## config.mk

```make
export PLATFORM = sky130hd
export DESIGN_NAME = key_watchdog
export DESIGN_NICKNAME = d
export VERILOG_FILES = /design/src/rtl/kwd_pkg.sv /design/src/rtl/kwd_regs.sv /design/src/rtl/kwd_gate.sv /design/src/rtl/kwd_counter.sv /design/src/rtl/key_watchdog.sv
export SDC_FILE = /design/constraint.sdc
export NUM_CORES = 1
export LEC_CHECK = 0
export BUFFER_PORTS_ARGS = -buffer_cell sky130_fd_sc_hd__buf_2
export CAP_MARGIN = 15
export CORE_ASPECT_RATIO = 1.1
export CORE_MARGIN = 5
export CORE_UTILIZATION = 45
export CTS_BUF_LIST = sky130_fd_sc_hd__clkbuf_2 sky130_fd_sc_hd__clkbuf_4 sky130_fd_sc_hd__clkbuf_8
export DETAILED_ROUTE_END_ITERATION = 7
export PLACE_DENSITY_LB_ADDON = 0.2
export REMOVE_ABC_BUFFERS = 1
export SKIP_LAST_GASP = 1
export SYNTH_ARGS = -nofsm -noshare
export SYNTH_HDL_FRONTEND = slang
export SYNTH_HIERARCHICAL = 1
export SYNTH_SLANG_ARGS = --single-unit
```

## constraint.sdc

```tcl
create_clock -name clk -period 2.2 [get_ports clk]
set_clock_uncertainty 0.05 [all_clocks]
set_input_delay 0.22 -clock clk [delete_from_list [all_inputs] [get_ports clk]]
set_output_delay 0.22 -clock clk [all_outputs]
set_load 0.02 [all_outputs]
```

## src/rtl/kwd_pkg.sv

```systemverilog
package kwd_pkg;
  localparam logic [7:0] KEY_BYTE   = 8'hAC;
  localparam logic [7:0] SIGNATURE  = 8'h9A;
  localparam logic       ADDR_MODE  = 1'b0;
  localparam logic       ADDR_KEY   = 1'b1;

  // true when a key-register write is a legal restart
  function automatic logic key_is_valid(input logic bit_access, input logic [7:0] data);
    return (!bit_access) && (data == KEY_BYTE);
  endfunction
endpackage

```

## src/rtl/kwd_regs.sv

```systemverilog
module kwd_regs
  import kwd_pkg::*;
#(
  parameter int SEL_W   = 3,
  parameter int DEF_SEL = 7
) (
  input  logic             clk,
  input  logic             rst,
  input  logic             wr_en,
  input  logic             rd_en,
  input  logic             bit_op,
  input  logic             addr,
  input  logic [7:0]       wdata,
  output logic [SEL_W-1:0] mode_sel,
  output logic             key_ok,
  output logic             key_bad,
  output logic [7:0]       rdata
);
  logic key_wr, mode_wr;

  assign key_wr  = wr_en && (addr == ADDR_KEY);
  assign mode_wr = wr_en && (addr == ADDR_MODE) && !bit_op;
  assign key_ok  = key_wr && key_is_valid(bit_op, wdata);
  assign key_bad = key_wr && !key_is_valid(bit_op, wdata);

  always_ff @(posedge clk) begin
    if (rst)          mode_sel <= SEL_W'(DEF_SEL);
    else if (mode_wr) mode_sel <= wdata[SEL_W-1:0];
  end

  always_comb begin
    rdata = 8'h00;
    if (rd_en) begin
      if (addr == ADDR_KEY) rdata = SIGNATURE;
      else                  rdata = 8'(mode_sel);
    end
  end
endmodule

```

## src/rtl/kwd_gate.sv

```systemverilog
module kwd_gate (
  input  logic clk,
  input  logic rst,
  input  logic strap_in,
  input  logic lsclk_en,
  input  logic halt_mode,
  input  logic stop_mode,
  output logic strap_q,
  output logic tick
);
  always_ff @(posedge clk) begin
    if (rst) strap_q <= strap_in;
  end

  assign tick = lsclk_en && !(strap_q && (halt_mode || stop_mode));
endmodule

```

## src/rtl/kwd_counter.sv

```systemverilog
module kwd_counter #(
  parameter int BASE_EXP = 10,
  parameter int SEL_W    = 3,
  localparam int NSEL    = 1 << SEL_W,
  localparam int CNT_W   = BASE_EXP + NSEL - 1
) (
  input  logic             clk,
  input  logic             rst,
  input  logic             tick,
  input  logic             clear,
  input  logic [SEL_W-1:0] sel,
  output logic [CNT_W-1:0] count,
  output logic             ovf
);
  // last count value before overflow: 2^(BASE_EXP+sel) - 1
  function automatic logic [CNT_W-1:0] last_count(input logic [SEL_W-1:0] s);
    return {CNT_W{1'b1}} >> (NSEL - 1 - int'(s));
  endfunction

  assign ovf = tick && !clear && (count >= last_count(sel));

  always_ff @(posedge clk) begin
    if (rst)               count <= '0;
    else if (clear || ovf) count <= '0;
    else if (tick)         count <= count + 1'b1;
  end
endmodule

```

## src/rtl/key_watchdog.sv

```systemverilog
module key_watchdog #(
  parameter int BASE_EXP = 10,
  parameter int SEL_W    = 3,
  localparam int NSEL    = 1 << SEL_W,
  localparam int CNT_W   = BASE_EXP + NSEL - 1
) (
  input  logic       clk,
  input  logic       rst,
  input  logic       lsclk_en,
  input  logic       clk_stoppable,
  input  logic       halt_mode,
  input  logic       stop_mode,
  input  logic       wr_en,
  input  logic       rd_en,
  input  logic       bit_op,
  input  logic       addr,
  input  logic [7:0] wdata,
  output logic [7:0] rdata,
  output logic       rst_req
);
  logic [SEL_W-1:0] mode_sel;
  logic             key_ok, key_bad, strap_q, tick, ovf;
  logic [CNT_W-1:0] count;

  kwd_regs #(.SEL_W(SEL_W), .DEF_SEL(NSEL-1)) u_regs (
    .clk(clk), .rst(rst), .wr_en(wr_en), .rd_en(rd_en), .bit_op(bit_op),
    .addr(addr), .wdata(wdata), .mode_sel(mode_sel), .key_ok(key_ok),
    .key_bad(key_bad), .rdata(rdata)
  );

  kwd_gate u_gate (
    .clk(clk), .rst(rst), .strap_in(clk_stoppable), .lsclk_en(lsclk_en),
    .halt_mode(halt_mode), .stop_mode(stop_mode), .strap_q(strap_q), .tick(tick)
  );

  kwd_counter #(.BASE_EXP(BASE_EXP), .SEL_W(SEL_W)) u_cnt (
    .clk(clk), .rst(rst), .tick(tick), .clear(key_ok), .sel(mode_sel),
    .count(count), .ovf(ovf)
  );

  always_ff @(posedge clk) begin
    if (rst) rst_req <= 1'b0;
    else     rst_req <= ovf || key_bad;
  end
endmodule

```

==> results.py <==
metrics = {
    "routing": {
        "initialDrtViolationCount": 12,
        "ant_nets": 0,
        "wire_per_inst_um": 12.3,
        "routed_via_density": 5.34,
        "drc": 0,
        "num_vias": 1180,
        "drt-total-wl_um": 2720,
        "drt_pass1_iterations": 4,
    },
    "floorplan": {
        "core-area_sq_mm": 0.00280,
        "ios": 27,
        "rows": 20,
        "initial_core_util": 0.473,
        "die_height_um": 66.9,
        "dieArea_sq_mm": 0.00413,
        "dieWidth_um": 61.7,
    },
    "yosys": {
        "yosysMostFrequentCell": "nor2_1",
        "avgSynthCellArea_sq_um": 8.39,
        "synth.distinct_cells": 35,
        "ys_warn_count": 6,
        "synth-seq-cells": 22,
        "async_flop_share": 0,
        "synth_edf_count": 1,
        "ys_seq_area_frac": 0.340,
        "synth_common_cells": "nor2_1, dfxtp_1, nand2_1",
        "synth_top_area_frac": 0.317,
        "synth_top_flop_cell": "dfxtp_1",
        "syn-cell-area_sq_mm": 0.00133,
        "ys_top_cells_by_area": "dfxtp_1, ha_1, xnor2_1",
        "yosys.area.top_type": "dfxtp_1",
        "syn-instance-count": 158,
    },
    "clock_network": {
        "cts_root_buf": "clkbuf_4",
        "h-tree-depth": 1,
        "cts_buffers": 3,
        "cts_tree": "done",
        "path_clk_slew_ns": 0.12,
        "clock_latency_ns": 0.31,
        "cts_buffer_depth": 2,
        "clock_sinks": 22,
    },
    "power": {
        "power_mw": 0.732,
        "p_int_mw": 0.544,
        "switchingPower_mw": 0.188,
        "power_frac_clock": 0.277,
        "seqPwrFrac": 0.567,
        "ir_drop_v": 0.000453,
        "comb_power_share": 0.156,
        "power.density_mw_per_mm2": 461,
        "power.leakage_nw": 0.646,
        "swShare": 0.257,
    },
    "timing": {
        "rsz0062_at_grt": "false",
        "period_needed_ns": 2.10,
        "setup_viol": 0,
        "hold_violations": 0,
        "finalCritPeriodShare": 0.956,
        "maxSlewViolCount": 0,
        "fin_hold_ws_ns": 0.107,
        "fmax_mhz": 475,
    },
    "cells_and_area": {
        "n_antenna_cell": 0,
        "area_delta_synth_final_pct": 19.9,
        "fillCellCount": 257,
        "final_layout_size_suffix_gt1_frac": 0.277,
        "fin_nets": 215,
    },
    "global_routing": {
        "grt_antenna_before_repair": 0,
        "gr-total-overflow": 0,
        "use_met1": 0.165,
        "grt_util_met3": 0.0291,
        "grt_usage": 0.145,
        "grt_pass1_wl_um": 4510,
        "use_met2": 0.253,
        "grt_max_degree": 18,
        "first_global_vias": 1111,
        "grt_most_used_layer": "met2",
    },
    "critical_path": {
        "path_max_fanout": 8,
        "cp_cell_sequence": "buf_4 > nor3_2 > ha_1 > nand4_1 > or4_4 > nor3_2 > or4_4 > buf_4 > nor2_1",
        "critPathArrivalTime_ns": 2.27,
        "critPathLaunchType": "flip-flop",
        "end_kind": "flip-flop",
        "worstPathRequired_ns": 2.37,
        "crit_slowest_cell": "or4_4",
        "crit_type": "flip-flop to flip-flop",
        "cpPeakStageDelay_ns": 0.54,
    },
    "place": {
        "port_buffers": 24,
        "place_congestion": 0.769,
        "place_hpwl_um": 2010,
    },
    "run": {
        "timing.max_cap.violations": 0,
    },
    "min_path": {
        "min_path_type": "input port to flip-flop",
    },
    "run_status": {
        "outcome": "complete, no violations",
    },
}
## critical path, delay by kind of cell, from the launching register on
| family | cells | cell delay [ns] |
|---|---|---|
| adders and majority gates | 1 | 0.15 |
| and+or+nand+nor | 6 | 1.15 |
| DFF | 1 | 0.38 |
| buffers and inverters | 2 | 0.30 |
## per-stage QoR
step	util	TNS [ns]	instances	cell area, sq um	setup slack, ns
6_report	0.567	0	221	1590	0.0964
5_1_grt	0.567	0	221	1590	0.000915
4_1_cts	0.534	0	218	1500	0.00362
3_5_place_dp	0.522	-0.0830	214	1460	-0.0102
3_3_place_gp	0.522	-0.00527	214	1460	-0.00527
2_1_floorplan	-	0	151	1260	0.0538
## flip-flops by register name (all words and copies together), names as in the netlist
signal,cells
u_gate/strap_q,1
u_regs/mode_sel,3
rst_req,1
u_cnt/count,17
## timing repair
| action | 4_1_cts | 5_1_grt |
|---|---|---|
| pin swaps | 0 | 2 |
| endpoints found under the hold margin | 0 | 1 |
| hold buffers | 0 | 1 |
| setup endpoints to repair | 17 | 18 |
| gates resized for setup | 2 | 21 |
| cloned | 0 | 1 |
| setup buffers | 0 | 1 |
## final timing paths
| kind | from | endpoint | slack [ns] | cells past startpoint |
|---|---|---|---|---|
| worst max register to register | u_regs/mode_sel[1] | u_cnt/count[0] | 0.1 | 9 |
| worst max-delay path | u_regs/mode_sel[1] | u_cnt/count[0] | 0.1 | 9 |
| worst min-delay path | rst | u_gate/strap_q | 0.11 | 1 |
| worst min register to register | u_regs/mode_sel[1] | u_regs/mode_sel[1] | 0.50 | 2 |
## cell families (layout without fill, tap and decap cells)
logic type,after synthesis,in the layout,share of synthesized area
flip-flops,22,22,0.340
adder cells (fa/ha/maj),8,8,0.0755
buffers and inverters,15,44,0.0737
XOR/XNOR,16,16,0.106
multiplexers,1,1,0.00755
other,1,2,0.00283
AND/OR/NAND/NOR,78,78,0.314
AO/OA/AOI/OAI,17,17,0.0803
## power by group through the flow
| stage | Combinational, mW | Sequential (mW) | Clock (mW) |
|---|---|---|---|
| after floorplan | 0.0524 | 0.428 | 0 |
| after global placement | 0.0999 | 0.425 | 0 |
| after detailed placement | 0.103 | 0.425 | 0 |
| after CTS | 0.104 | 0.416 | 0.214 |
| after global routing | 0.125 | 0.417 | 0.230 |
| final | 0.114 | 0.415 | 0.203 |
## final cells by class
cell class,instances,area (sq um),share of cell area
multi-input cells,122,836,0.526
well taps,33,41.3,0.0260
clock buffers,4,30.0,0.0189
inverters,7,26.3,0.0165
repair buffers,33,194,0.122
flip-flops and latches,22,462,0.291
## metal layers
layer | wire length (um) | vias up
met1 | 1180 | 535
met2 | 1310 | 34
met3 | 170 | 6
li1 | - | 605
met5 | 0 | -
met4 | 57 | 0
## layout by cell type (no fill, tap or decap), types with 5 or more instances in the layout
master | Yosys | layout
nand2_1 | 13 | 13
xnor2_1 | 11 | 11
nand4_1 | 6 | 6
inv_1 | 7 | 7
dfxtp_1 | 21 | 18
xor2_1 | 5 | 5
buf_4 | 4 | 7
ha_1 | 8 | 7
nand3_1 | 6 | 6
nor2_1 | 24 | 22
buf_2 | 2 | 24
Note: power is estimated with default switching activity, not from simulation.
